$ cat config.mk
export PLATFORM = sky130hd
export DESIGN_NAME = wfp_word_port
export DESIGN_NICKNAME = d
export VERILOG_FILES = /design/src/rtl/wfp_pkg.sv /design/src/rtl/wfp_byte_fifo.sv /design/src/rtl/wfp_ep_counter.sv /design/src/rtl/wfp_word_port.sv
export SDC_FILE = /design/constraint.sdc
export NUM_CORES = 2
export LEC_CHECK = 0
export ABC_AREA = 1
export BUFFER_PORTS_ARGS = -buffer_cell sky130_fd_sc_hd__buf_4
export CORE_UTILIZATION = 33
export CTS_CLUSTER_SIZE = 30
export DETAILED_ROUTE_END_ITERATION = 8
export HOLD_SLACK_MARGIN = 0.1
export PLACE_DENSITY_LB_ADDON = 0.05
export SLEW_MARGIN = 20
export SYNTH_ARGS = -nofsm -noshare
export SYNTH_HDL_FRONTEND = slang
export SYNTH_SLANG_ARGS = --single-unit
$ cat constraint.sdc
create_clock -name clk -period 8.1 [get_ports clk]
set_input_delay 1.62 -clock clk [delete_from_list [all_inputs] [get_ports clk]]
set_output_delay 1.62 -clock clk [all_outputs]
set_load 0.01 [all_outputs]
$ cat src/rtl/wfp_pkg.sv
package wfp_pkg;

    localparam int LANES = 4;

    typedef logic [LANES-1:0][7:0] word_lanes_t;

    typedef enum logic [1:0] {
        SEL_DATA = 2'd0,
        SEL_TXSZ = 2'd1,
        SEL_RXSZ = 2'd2,
        SEL_RSVD = 2'd3
    } win_sel_e;

    typedef struct packed {
        logic     wr;
        logic     rd;
        win_sel_e sel;
    } host_op_t;

    // Number of byte lanes a single word access may move for a given remaining count.
    function automatic logic [2:0] lanes_for(input logic [31:0] rem);
        if (rem > 32'd3) return 3'd4;
        return rem[2:0];
    endfunction

    // Keep the lowest n lanes, zero the rest.
    function automatic word_lanes_t pad_word(input word_lanes_t w, input logic [2:0] n);
        word_lanes_t o;
        for (int k = 0; k < LANES; k++) o[k] = (k < int'(n)) ? w[k] : 8'h00;
        return o;
    endfunction

endpackage

$ cat src/rtl/wfp_byte_fifo.sv
module wfp_byte_fifo #(
    parameter int DEPTH    = 16,
    parameter int WR_LANES = 4,
    parameter int RD_LANES = 1
) (
    input  logic                     clk,
    input  logic                     rst,
    input  logic [2:0]               wr_n,
    input  logic [WR_LANES-1:0][7:0] wr_lanes,
    input  logic [2:0]               rd_n,
    output logic [RD_LANES-1:0][7:0] rd_lanes,
    output logic [$clog2(DEPTH):0]   level
);
    localparam int PW = $clog2(DEPTH);
    localparam int LW = PW + 1;

    logic [7:0]    mem [DEPTH];
    logic [PW-1:0] wp;
    logic [PW-1:0] rp;

    always_ff @(posedge clk) begin
        for (int k = 0; k < WR_LANES; k++) begin
            if (k < int'(wr_n)) mem[wp + PW'(k)] <= wr_lanes[k];
        end
    end

    always_ff @(posedge clk) begin
        if (rst) begin
            wp    <= '0;
            rp    <= '0;
            level <= '0;
        end else begin
            wp    <= wp + PW'(wr_n);
            rp    <= rp + PW'(rd_n);
            level <= level + LW'(wr_n) - LW'(rd_n);
        end
    end

    always_comb begin
        for (int k = 0; k < RD_LANES; k++) rd_lanes[k] = mem[rp + PW'(k)];
    end

    // The port logic must never push past the free space or pop past the fill.
    assert_no_overflow_R9: assert property (@(posedge clk) disable iff (rst)
        int'(wr_n) <= DEPTH - int'(level));
    assert_no_underflow_R9: assert property (@(posedge clk) disable iff (rst)
        int'(rd_n) <= int'(level));
    assert_level_bound_R11: assert property (@(posedge clk) disable iff (rst)
        int'(level) <= DEPTH);

endmodule

$ cat src/rtl/wfp_ep_counter.sv
module wfp_ep_counter #(
    parameter int SIZE_W  = 16,
    parameter bit IS_CTRL = 1'b0
) (
    input  logic              clk,
    input  logic              rst,
    input  logic              load_tx,
    input  logic              load_rx,
    input  logic [SIZE_W-1:0] load_val,
    input  logic              load_dir,
    input  logic [2:0]        take_tx,
    input  logic [2:0]        take_rx,
    input  logic              fault,
    output logic [SIZE_W-1:0] tx_rem,
    output logic [SIZE_W-1:0] rx_rem,
    output logic              dir,
    output logic              err
);
    logic cfg_hit;
    assign cfg_hit = load_tx || (load_rx && !IS_CTRL);

    always_ff @(posedge clk) begin
        if (rst) begin
            tx_rem <= '0;
            rx_rem <= '0;
            dir    <= 1'b0;
            err    <= 1'b0;
        end else begin
            if (load_tx) begin
                dir <= IS_CTRL ? load_dir : 1'b0;
                if (IS_CTRL) begin
                    tx_rem <= load_dir ? load_val : '0;
                    rx_rem <= load_dir ? '0 : load_val;
                end else begin
                    tx_rem <= load_val;
                end
            end else if (load_rx && !IS_CTRL) begin
                rx_rem <= load_val;
            end else begin
                tx_rem <= tx_rem - SIZE_W'(take_tx);
                rx_rem <= rx_rem - SIZE_W'(take_rx);
            end
            if (cfg_hit)    err <= 1'b0;
            else if (fault) err <= 1'b1;
        end
    end

    assert_take_within_R5: assert property (@(posedge clk) disable iff (rst)
        (int'(take_tx) <= int'(tx_rem)) && (int'(take_rx) <= int'(rx_rem)));
    assert_rem_no_rise_R4: assert property (@(posedge clk) disable iff (rst)
        !cfg_hit |=> (tx_rem <= $past(tx_rem)) && (rx_rem <= $past(rx_rem)));
    assert_err_sticky_R10: assert property (@(posedge clk) disable iff (rst)
        (err && !cfg_hit) |=> err);

endmodule

$ cat src/rtl/wfp_word_port.sv
module wfp_word_port
    import wfp_pkg::*;
#(
    parameter int NUM_EP     = 4,
    parameter int FIFO_DEPTH = 16,
    parameter int SIZE_W     = 16,
    localparam int EP_W      = (NUM_EP > 1) ? $clog2(NUM_EP) : 1,
    localparam int ADDR_W    = EP_W + 2
) (
    input  logic              clk,
    input  logic              rst,
    input  logic              host_wr,
    input  logic              host_rd,
    input  logic [ADDR_W-1:0] host_addr,
    input  logic [31:0]       host_wdata,
    output logic [31:0]       host_rdata,
    output logic              host_rvalid,
    input  logic              usb_tx_pop,
    input  logic [EP_W-1:0]   usb_tx_ep,
    output logic [7:0]        usb_tx_byte,
    output logic [NUM_EP-1:0] usb_tx_empty,
    input  logic              usb_rx_push,
    input  logic [EP_W-1:0]   usb_rx_ep,
    input  logic [7:0]        usb_rx_byte,
    output logic [NUM_EP-1:0] usb_rx_full,
    output logic [NUM_EP-1:0] ep_err
);
    localparam int LW = $clog2(FIFO_DEPTH) + 1;

    host_op_t        op;
    logic [EP_W-1:0] acc_ep;
    logic            ep_ok;

    always_comb begin
        op.wr  = host_wr;
        op.rd  = host_rd && !host_wr;
        op.sel = win_sel_e'(host_addr[1:0]);
    end
    assign acc_ep = host_addr[ADDR_W-1:2];

    generate
        if ((1 << EP_W) == NUM_EP) begin : g_ep_full
            assign ep_ok = 1'b1;
        end else begin : g_ep_part
            assign ep_ok = int'(acc_ep) < NUM_EP;
        end
    endgenerate

    // Per-endpoint state
    logic [SIZE_W-1:0] tx_rem   [NUM_EP];
    logic [SIZE_W-1:0] rx_rem   [NUM_EP];
    logic              dir_vec  [NUM_EP];
    logic [LW-1:0]     tx_level [NUM_EP];
    logic [LW-1:0]     rx_level [NUM_EP];
    logic [7:0]        tx_head  [NUM_EP];
    word_lanes_t       rx_peek  [NUM_EP];
    logic [2:0]        tx_wr_n  [NUM_EP];
    logic [2:0]        tx_rd_n  [NUM_EP];
    logic [2:0]        rx_wr_n  [NUM_EP];
    logic [2:0]        rx_rd_n  [NUM_EP];

    // Access decision for the addressed endpoint
    logic [SIZE_W-1:0] sel_tx_rem;
    logic [SIZE_W-1:0] sel_rx_rem;
    logic [2:0]        n_tx;
    logic [2:0]        n_rx;
    logic              wr_data_hit;
    logic              rd_data_hit;
    logic              tx_go;
    logic              rx_go;
    logic              fault_hit;
    logic              is_ctrl_acc;

    always_comb begin
        sel_tx_rem  = tx_rem[acc_ep];
        sel_rx_rem  = rx_rem[acc_ep];
        n_tx        = lanes_for(32'(sel_tx_rem));
        n_rx        = lanes_for(32'(sel_rx_rem));
        is_ctrl_acc = (acc_ep == '0);
        wr_data_hit = op.wr && ep_ok && (op.sel == SEL_DATA);
        rd_data_hit = op.rd && ep_ok && (op.sel == SEL_DATA);
        tx_go       = wr_data_hit && (sel_tx_rem != '0) &&
                      ((int'(n_tx) + int'(tx_level[acc_ep])) <= FIFO_DEPTH);
        rx_go       = rd_data_hit && (sel_rx_rem != '0) &&
                      (int'(n_rx) <= int'(rx_level[acc_ep]));
        fault_hit   = (wr_data_hit && !tx_go) || (rd_data_hit && !rx_go);
    end

    generate
        for (genvar i = 0; i < NUM_EP; i++) begin : g_ep
            logic hit;
            assign hit = ep_ok && (acc_ep == EP_W'(i));

            assign tx_wr_n[i] = (tx_go && hit) ? n_tx : 3'd0;
            assign tx_rd_n[i] = (usb_tx_pop && (usb_tx_ep == EP_W'(i)) && (tx_level[i] != '0))
                                ? 3'd1 : 3'd0;
            assign rx_wr_n[i] = (usb_rx_push && (usb_rx_ep == EP_W'(i)) &&
                                 (int'(rx_level[i]) < FIFO_DEPTH)) ? 3'd1 : 3'd0;
            assign rx_rd_n[i] = (rx_go && hit) ? n_rx : 3'd0;

            wfp_byte_fifo #(
                .DEPTH   (FIFO_DEPTH),
                .WR_LANES(LANES),
                .RD_LANES(1)
            ) u_tx_fifo (
                .clk     (clk),
                .rst     (rst),
                .wr_n    (tx_wr_n[i]),
                .wr_lanes(host_wdata),
                .rd_n    (tx_rd_n[i]),
                .rd_lanes(tx_head[i]),
                .level   (tx_level[i])
            );

            wfp_byte_fifo #(
                .DEPTH   (FIFO_DEPTH),
                .WR_LANES(1),
                .RD_LANES(LANES)
            ) u_rx_fifo (
                .clk     (clk),
                .rst     (rst),
                .wr_n    (rx_wr_n[i]),
                .wr_lanes(usb_rx_byte),
                .rd_n    (rx_rd_n[i]),
                .rd_lanes(rx_peek[i]),
                .level   (rx_level[i])
            );

            wfp_ep_counter #(
                .SIZE_W (SIZE_W),
                .IS_CTRL(i == 0)
            ) u_cnt (
                .clk     (clk),
                .rst     (rst),
                .load_tx (op.wr && hit && (op.sel == SEL_TXSZ)),
                .load_rx (op.wr && hit && (op.sel == SEL_RXSZ)),
                .load_val(host_wdata[SIZE_W-1:0]),
                .load_dir(host_wdata[SIZE_W]),
                .take_tx (tx_wr_n[i]),
                .take_rx (rx_rd_n[i]),
                .fault   (fault_hit && hit),
                .tx_rem  (tx_rem[i]),
                .rx_rem  (rx_rem[i]),
                .dir     (dir_vec[i]),
                .err     (ep_err[i])
            );

            assign usb_tx_empty[i] = (tx_level[i] == '0);
            assign usb_rx_full[i]  = (int'(rx_level[i]) == FIFO_DEPTH);
        end
    endgenerate

    assign usb_tx_byte = tx_head[usb_tx_ep];

    // Read data selection
    logic [31:0] rd_word;
    always_comb begin
        rd_word = '0;
        if (ep_ok) begin
            case (op.sel)
                SEL_DATA: if (rx_go) rd_word = pad_word(rx_peek[acc_ep], n_rx);
                SEL_TXSZ: begin
                    rd_word[SIZE_W-1:0] = (is_ctrl_acc && !dir_vec[acc_ep]) ? sel_rx_rem : sel_tx_rem;
                    rd_word[SIZE_W]     = dir_vec[acc_ep];
                end
                SEL_RXSZ: if (!is_ctrl_acc) rd_word[SIZE_W-1:0] = sel_rx_rem;
                default: ;
            endcase
        end
    end

    always_ff @(posedge clk) begin
        if (rst) begin
            host_rvalid <= 1'b0;
            host_rdata  <= '0;
        end else begin
            host_rvalid <= op.rd;
            if (op.rd) host_rdata <= rd_word;
        end
    end

    assert_rvalid_follows_R6: assert property (@(posedge clk) disable iff (rst)
        (host_rd && !host_wr) |=> host_rvalid);
    assert_write_wins_R12: assert property (@(posedge clk) disable iff (rst)
        host_wr |=> !host_rvalid);
    assert_pad_zero_R7: assert property (@(posedge clk) disable iff (rst)
        (host_rvalid && $past(rx_go) && ($past(n_rx) == 3'd1)) |-> (host_rdata[31:8] == 24'h0));
    assert_err_on_empty_R8: assert property (@(posedge clk) disable iff (rst)
        (wr_data_hit && (sel_tx_rem == '0)) |=> ep_err[$past(acc_ep)]);
    assert_fault_read_zero_R9: assert property (@(posedge clk) disable iff (rst)
        (rd_data_hit && !rx_go) |=> (host_rdata == 32'h0));

endmodule

After elaboration in Yosys (flattened, before gate mapping):

Memory sizes are Yosys's and may differ from the RTL's. A register that Yosys moved wholly into a read port is not among the register bits.
Cells that the tools add are included.

* reductions and logical operators: 75
* equality and inequality tests: 18
* add/subtract/negate cells: 65
* bitwise logic cells: 2
* magnitude comparators: 34
* muxes and demuxes: 114

Operator list (number)
* two-way mux 16 bit: 19
* subtractor 16 x 3 -> 16 bit: 8
* two-way mux 32 bit: 3
* adder 4 x 2 -> 4 bit, second input constant: 16
* binary-select mux 16 bit (select 2 bit): 2
* binary-select mux 32 bit (select 2 bit): 1
* two-way mux 1 bit: 52
* logical AND 1 bit: 49
* two-way mux 8 bit: 6
* one-hot mux 16 bit (3 select lines): 1
* two-way mux 3 bit: 12
* adder 4 x 1 -> 4 bit: 8
* adder 4 x 1 -> 4 bit, second input constant: 8
* adder 4 x 3 -> 4 bit: 8
* greater-than comparator 16 x 2 -> 1 bit, second input constant: 2
* two-way mux 4 bit: 8
* nonzero test 16 bit: 2
* < comparator 1 x 3 -> 1 bit, first input constant: 10
* < comparator 2 x 3 -> 1 bit, first input constant: 10
* adder 5 x 1 -> 5 bit: 4
* adder 5 x 3 -> 5 bit: 4
* binary-select mux 5 bit (select 2 bit): 2
* equality test 5 bit, second input constant: 4
* zero test 5 bit: 4
* other kinds (22): 65

* logic and storage cells: 355
* register bits after elaboration: 270
* memory bits (writable): 1024
* output and inout port bits: 53
* memories: 8
* input bits: 54

Memories
* g_ep[0].u_rx_fifo.mem: words 16, width 8, rd ports 4, clocked after memory_dff 1, write ports 1, line wfp_byte_fifo.sv:17 `logic [7:0] mem [DEPTH];`
* g_ep[0].u_tx_fifo.mem: words 16, width 8, rd ports 1, clocked after memory_dff 1, write ports 4, line wfp_byte_fifo.sv:17
* g_ep[1].u_rx_fifo.mem: words 16, width 8, rd ports 4, clocked after memory_dff 1, write ports 1, line wfp_byte_fifo.sv:17
* g_ep[1].u_tx_fifo.mem: words 16, width 8, rd ports 1, clocked after memory_dff 1, write ports 4, line wfp_byte_fifo.sv:17
* g_ep[2].u_rx_fifo.mem: words 16, width 8, rd ports 4, clocked after memory_dff 1, write ports 1, line wfp_byte_fifo.sv:17
* g_ep[2].u_tx_fifo.mem: words 16, width 8, rd ports 1, clocked after memory_dff 1, write ports 4, line wfp_byte_fifo.sv:17
* 2 more memories

Logic depth before layout (Yosys ltp):

* depth in word-level cells: 15
* mapped depth: 42
* mapped depth without buffers: 39

Hierarchy:

A second synthesis with hierarchy kept.

* cell total of the unflattened synthesis: 13869
* area total of the unflattened synthesis: 94973.6 sq um

Modules (own cells, without submodules)
* wfp_byte_fifo at g_ep[2].u_tx_fifo ...: area each 11491.0 sq um, cells an instance 1723, instances 2, seq. area each 4103.9 sq um
* wfp_byte_fifo at g_ep[1].u_rx_fifo ...: area each 8752.1 sq um, cells an instance 1155, instances 2, seq. area each 4103.9 sq um
* wfp_byte_fifo at g_ep[0].u_tx_fifo: area each 11728.7 sq um, cells an instance 1765, instances 1, seq. area each 4103.9 sq um
* wfp_byte_fifo at g_ep[1].u_tx_fifo: area each 11192.0 sq um, cells an instance 1736, instances 1, seq. area each 4103.9 sq um
* wfp_byte_fifo at g_ep[3].u_rx_fifo: area each 8747.1 sq um, cells an instance 1158, instances 1, seq. area each 4103.9 sq um
* wfp_byte_fifo at g_ep[0].u_rx_fifo: area each 8742.1 sq um, cells an instance 1155, instances 1, seq. area each 4103.9 sq um
* wfp_ep_counter at g_ep[1].u_cnt ...: area each 2443.6 sq um, cells an instance 381, instances 2, seq. area each 660.6 sq um
* wfp_word_port: area each 4705.8 sq um, cells an instance 834, instances 1, seq. area each 660.6 sq um
* wfp_ep_counter at g_ep[3].u_cnt: area each 2423.6 sq um, cells an instance 381, instances 1, seq. area each 660.6 sq um
* wfp_ep_counter at g_ep[0].u_cnt: area each 2060.7 sq um, cells an instance 322, instances 1, seq. area each 680.7 sq um

Worst setup path after synthesis:

OpenSTA, ideal clock, no wires.

* kind: input -> register
* from: in host_addr[2]
* to: reg g_ep[1].u_cnt.rx_rem[12]
* arrival: 6679 ps
* stages: 36
* path buffers: 6
* setup time: 125 ps
* slack: 1295 ps
* data required time: 7975 ps
* path through: buf_4 -> inv_2 -> buf_4 -> buf_4 -> nand2_1 -> buf_2 -> nor2_1 -> nor3_1 -> inv_1 -> nor2_1 -> nand2_1 -> nor2_1 -> nand3_1 -> clkbuf_1 -> ha_1 -> nand2_1 -> nor2_1 -> a211oi_1 -> nor3_1 -> nand4_1 -> nand2_1 -> nor2_1 -> buf_2 -> nand2_1 -> nor2_1 -> ha_1 -> inv_1 -> fa_1 -> a211o_1 -> nor3_1 -> nand2_1 -> nor2_1 -> nand2_1 -> nor3_1 -> xor2_1 -> o21ai_0

* cells in the longest elaborated chain, start to end: 13
* elaborated cells between the ends (all ways): 22
* classes of those cells: add/sub: 1; order compare: 2; eq/ne: 1; mux: 10; bitwise: 1; reduce/logical: 7

RTL lines
* from (decl): line wfp_word_port.sv:14 `input logic [ADDR_W-1:0] host_addr,`
* inverter 2 -> 3 bit (not written as such): line wfp_word_port.sv:76, wfp_word_port.sv:85
* binary-select mux 16 bit (select 2 bit): line wfp_word_port.sv:76 `sel_rx_rem = rx_rem[acc_ep];`
* two-way mux 16 bit (not written as such) (2 in a row): line wfp_word_port.sv:76
* greater-than comparator 16 x 2 -> 1 bit: line wfp_pkg.sv:22 `if (rem > 32'd3) return 3'd4;`
* two-way mux 1 bit: line wfp_pkg.sv:22
* two-way mux 3 bit: line wfp_pkg.sv:23 `return rem[2:0];`
* less-or-equal comparator 3 x 5 -> 1 bit: line wfp_word_port.sv:85 `(int'(n_rx) <= int'(rx_level[acc_ep]));`
* logical AND 1 bit: line wfp_word_port.sv:84 `rx_go = rd_data_hit && (sel_rx_rem != '0) &&`
* logical AND 1 bit: line wfp_word_port.sv:99 `assign rx_rd_n[i] = (rx_go && hit) ? n_rx : 3'd0;`
* two-way mux 3 bit: line wfp_word_port.sv:99
* subtractor 16 x 3 -> 16 bit: line wfp_ep_counter.sv:41 `rx_rem <= rx_rem - SIZE_W'(take_rx);`
* two-way mux 16 bit: line wfp_ep_counter.sv:37 `end else if (load_rx && !IS_CTRL) begin`
* to (signal assigned): line wfp_ep_counter.sv:33 `rx_rem <= load_dir ? '0 : load_val;`
* to (signal assigned): line wfp_ep_counter.sv:38 `rx_rem <= load_val;`
* to (signal assigned): line wfp_ep_counter.sv:41
* to (decl): line wfp_ep_counter.sv:15 `output logic [SIZE_W-1:0] rx_rem,`

Several ways; a longest one is shown, not always the timed one. The select of a mux whose other input is x is not followed.
A chain may end at the register's enable or synchronous reset.

Worst setup path after layout:

* from: in host_addr[2]
* to: reg g_ep[2].u_cnt.rx_rem[14]

* cells in the longest elaborated chain, start to end: 13
* elaborated cells between the ends (all ways): 22
* classes of those cells: add/sub: 1; order compare: 2; eq/ne: 1; mux: 10; bitwise: 1; reduce/logical: 7

RTL lines (line)
* inverter 2 -> 3 bit (not written as such): wfp_word_port.sv:76, wfp_word_port.sv:85
* binary-select mux 16 bit (select 2 bit): wfp_word_port.sv:76
* two-way mux 16 bit (not written as such) (2 in a row): wfp_word_port.sv:76
* greater-than comparator 16 x 2 -> 1 bit: wfp_pkg.sv:22
* two-way mux 1 bit: wfp_pkg.sv:22
* two-way mux 3 bit: wfp_pkg.sv:23
* less-or-equal comparator 3 x 5 -> 1 bit: wfp_word_port.sv:85
* logical AND 1 bit: wfp_word_port.sv:84
* logical AND 1 bit: wfp_word_port.sv:99
* two-way mux 3 bit: wfp_word_port.sv:99
* subtractor 16 x 3 -> 16 bit: wfp_ep_counter.sv:41
* two-way mux 16 bit: wfp_ep_counter.sv:37
* to (signal assigned): wfp_ep_counter.sv:33
* to (signal assigned): wfp_ep_counter.sv:38
* to (signal assigned): wfp_ep_counter.sv:41
* to (decl): wfp_ep_counter.sv:15

Several ways; a longest one is shown, not always the timed one. The select of a mux whose other input is x is not followed.

==> results.txt <==
The flow ran to the end, but the final reports show violations. The checks that failed: design-rule violations. Power density of the placed cells: 178 nW/um^2.

The count of final hold-check violations was 0; the required time of the critical path was 8.82 ns. The final critical-path required period was 6.92 ns. For the pin count of the biggest net entering global routing, the log shows 161. The Yosys step of the flow raised 0 warnings. The kind of cell with the highest combined delay along the critical path is simple AND/OR/NAND/NOR gates. The half-perimeter wire length after detailed placement was 318000 um. For the number of placed instances, taps included, the log shows 16600. The number of enable flip-flop cells after synthesis is 1024. Yosys attributes the largest share of cell area to edfxtp_1 (33%), nand2_1 (20%), nand3_1 (13%), dfxtp_1 (5.9%), o21ai_0 (5.7%). Synthesis produced 13500 cells. In this run the standard cell core region covers 276000 sq um. In this run the core area contains 193 standard-cell rows. After layout, the worst path uses 85.4% of the clock period. In this run, post-CTS repair resized a total of 0 instances. For the internal power, the log shows 12.6 mW. Global routing used 32.5% of the available tracks across all layers.

The worst setup path is launched from an input port. Across the run, the number of max-cap violations was 0. The tools report the final design instance area without fill as 101000 sq um.

The horizontal extent of the die came out at 530 um. Cell with the most instances after synthesis: nand2_1. At the end of routability-driven placement, the weighted congestion stood at 0.979. The run gives 4 as the total number of H-tree levels. After detailed routing, the number of remaining DRC violations is 5. edfxtp_1 takes more of the synthesized area than any other cell. Adding up every negative setup slack in the final design gives 0 ns. From synthesis to final layout, the design area changed by 10.2%. For the via count of the first global-routing pass, the log shows 89200. The average cell area after synthesis is 6.82 sq um, and the least setup slack across all paths after layout is 1.18 ns. After detailed routing, the number of vias per cell comes to 5.70. Setup repair after global routing left no endpoint under its margin. Setup violations remaining at the end of the flow were counted as 0. For the worst-skew pair, the clock arrives at the later sink with an insertion delay of 0.90 ns. After clock tree synthesis, the clock-pin slew on the worst setup and hold paths is 0.06 ns.

Pin placement for this block handled 107 I/O pins. The worst setup path is captured at a register. Among all stages on the critical path, the largest delay is contributed by fa_1. The number of hold buffers added after CTS was 0. CTS placed an instance of clkbuf_16 at the clock tree root.

Total cell area at the placement stage: 95600 sq um. For this run, the share of the core covered by cells in the final layout is 36.6%. After global routing the overflow that remains totals 0. In this run the remaining antenna-violating nets after routing total 0. The die covers 280000 sq um. The clock arrives with 0.0458 ns of skew. The logs give 41.1% for the part of the total power dissipated in sequential elements and 14.7% for the combinational cell fraction of total power.

For the worst setup path, the data arrival time is 7.64 ns. In the synthesized netlist, the cells that appear most often are nand2_1 (4781), nand3_1 (2303), o21ai_0 (1051). Along the worst path, the maximum fanout reaches 18.

The worst relative slew slack came out at 19.7%. The fraction of layout cells with a size suffix above 1 is 6.11%, and the achievable frequency is 145 MHz. The leakage power was 42.9 nW. Counting along the longest clock path gives a buffer depth of 4. For this run, the post-layout net count is 13300. The min-delay analysis places its worst path in the category reg2reg.

For this run, the slowest stage of the critical path takes 0.43 ns. For this design the total switching power over the nets is 5.40 mW. For this block, the via count after detailed routing is 96600. The tools report the max-slew violation total from the final report as 0.

For the number of antenna violations at the first check in global routing, the log shows 22. The tools report the TritonCTS buffer count as 171. The floorplan step set the die height to 530 um. For this run, asynchronously set or reset flops after synthesis account for 0%. The finished layout holds 17000 standard cells, fillers aside.

Buffers placed on the I/O ports in this run total 106. The first detailed-routing pass ran for 9 iterations. Main flop type after synthesis: edfxtp_1. The largest vdd supply drop came out at 0.150 mV.

The tools report the post-synthesis sequential area ratio as 39.4%. The critical path in this run is classified as in2reg. The run gives 44.2% as the clock share of power. TritonCTS built the clock tree. The post-placement setup slack is 0.433 ns, and the summed instance area of the synthesized netlist is 91800 sq um. After synthesis, the largest area contributor takes up 33.5% of total cell area.

For this design, the sink count on the clock tree is 1294. For the total design power, the log shows 18.0 mW. Net switching is 29.9% of the power. The number of buffers and inverters on the critical path is 8, and the final wirelength is 470000 um. The total of fill cells in the finished design was 29300. The first global-routing pass estimated 663000 um of wire.

The cell repeated most along the worst path was nand2_1. Final-layout worst hold slack: 0.471 ns. The synthesized design contains 1294 register bits. The initial utilization of the core area, before any placement, comes to 33.2%.

Once the clock tree was built, the setup fixing pass inserted 0 buffers. The synthesized netlist contains 58 unique library cells. Dividing the detail-routed wire length by the instance count gives 27.7 um. For this block, the initial DRC count from the detailed router was 11800.

For the pin with the worst max-slew slack, the measured transition is 1.20 ns. Synthesis produced a netlist with a net count of 13700.
-- worst paths after layout --
check	cells past startpoint	to	slack (ns)	startpoint
max	36	g_ep[2].u_cnt.rx_rem[14]$_SDFFE_PP0N_	1.18	host_addr[2]
min	2	host_rdata[5]$_SDFFE_PP0P_	0.47	host_rdata[5]$_SDFFE_PP0P_
max reg2reg	33	g_ep[1].u_cnt.tx_rem[14]$_SDFFE_PP0P_	2.23	g_ep[3].u_cnt.tx_rem[12]$_SDFFE_PP0P_
min reg2reg	2	host_rdata[5]$_SDFFE_PP0P_	0.47	host_rdata[5]$_SDFFE_PP0P_
-- power by group through the flow --
stage               sequential [mW]  combinational (mW)  clock [mW]
floorplan                      7.49                1.44           0
global placement               7.56                2.59           0
detailed placement             7.56                2.59           0
CTS                            7.42                2.60        8.10
global route                   7.43                2.82        8.32
finish                         7.42                2.65        7.97
-- metal layers --
metal  up-vias  global-route usage (%)  part of all wire (%)
met1     46200                    42.3                    41
met3      1103                    4.73                   7.9
met4        10                    17.4                   6.0
li1      44600                       -                     -
met5         -                       0                 0.011
met2      4787                    52.1                    45
-- registers in the layout, summed over array words and instances (netlist names), 4 cells and up --
register	flops
host_rdata	32
g_ep.u_rx_fifo.wp	16
g_ep.u_rx_fifo.level	20
g_ep.u_tx_fifo.level	20
g_ep.u_tx_fifo.wp	16
g_ep.u_cnt.tx_rem	64
g_ep.u_tx_fifo.rp	16
g_ep.u_cnt.rx_rem	64
g_ep.u_rx_fifo.mem	512
g_ep.u_cnt.err	4
g_ep.u_rx_fifo.rp	16
g_ep.u_tx_fifo.mem	512
-- worst register-to-register path, delay by kind of cell, from the launching register on --
kind                     cells  cell delay [ns]
XOR/XNOR                     1             0.10
AO/OA/AOI/OAI                3             0.50
adder cells (fa/ha/maj)      4             1.27
buffers and inverters        3             0.27
flip-flops                   1             0.44
AND/OR/NAND/NOR             22             3.14
-- cells in the final DEF (no fill, tap or decap), drive strengths merged, types with 193 or more instances in the layout --
master | Yosys | layout
nand2 | 4828 | 4828
nand3 | 2331 | 2331
o21ai | 1057 | 1057
edfxtp | 1024 | 1024
nor2 | 1014 | 1014
inv | 797 | 804
buf | 245 | 337
a21oi | 323 | 323
dfxtp | 270 | 270
clkbuf | 618 | 229
o22ai | 193 | 193
-- final cells by class --
cell class / count / area (sq um) / area share (%)
sequential: 1294 / 36200 / 35.7
multi-input combinational: 10500 / 49000 / 48.4
tap: 3705 / 4640 / 4.58
timing repair buffer: 338 / 2670 / 2.64
clock inverter: 79 / 896 / 0.885
antenna: 5 / 12.5 / 0.0124
inverter: 830 / 3130 / 3.10
clock buffer: 228 / 4760 / 4.70
-- logic make-up (layout without fill, tap and decap cells) --
logic type / after synthesis / after routing / synth area share (%)
flops: 1294 / 1294 / 39.4
mux: 3 / 3 / 0.0327
other cells: 0 / 5 / 0
buf+inv: 1693 / 1475 / 7.52
xor+xnor: 91 / 91 / 0.868
compound gates: 1867 / 1867 / 11.3
simple gates: 8346 / 8346 / 38.3
fa+ha+maj: 175 / 175 / 2.59
No activity file was read; power rests on OpenSTA's default activity.
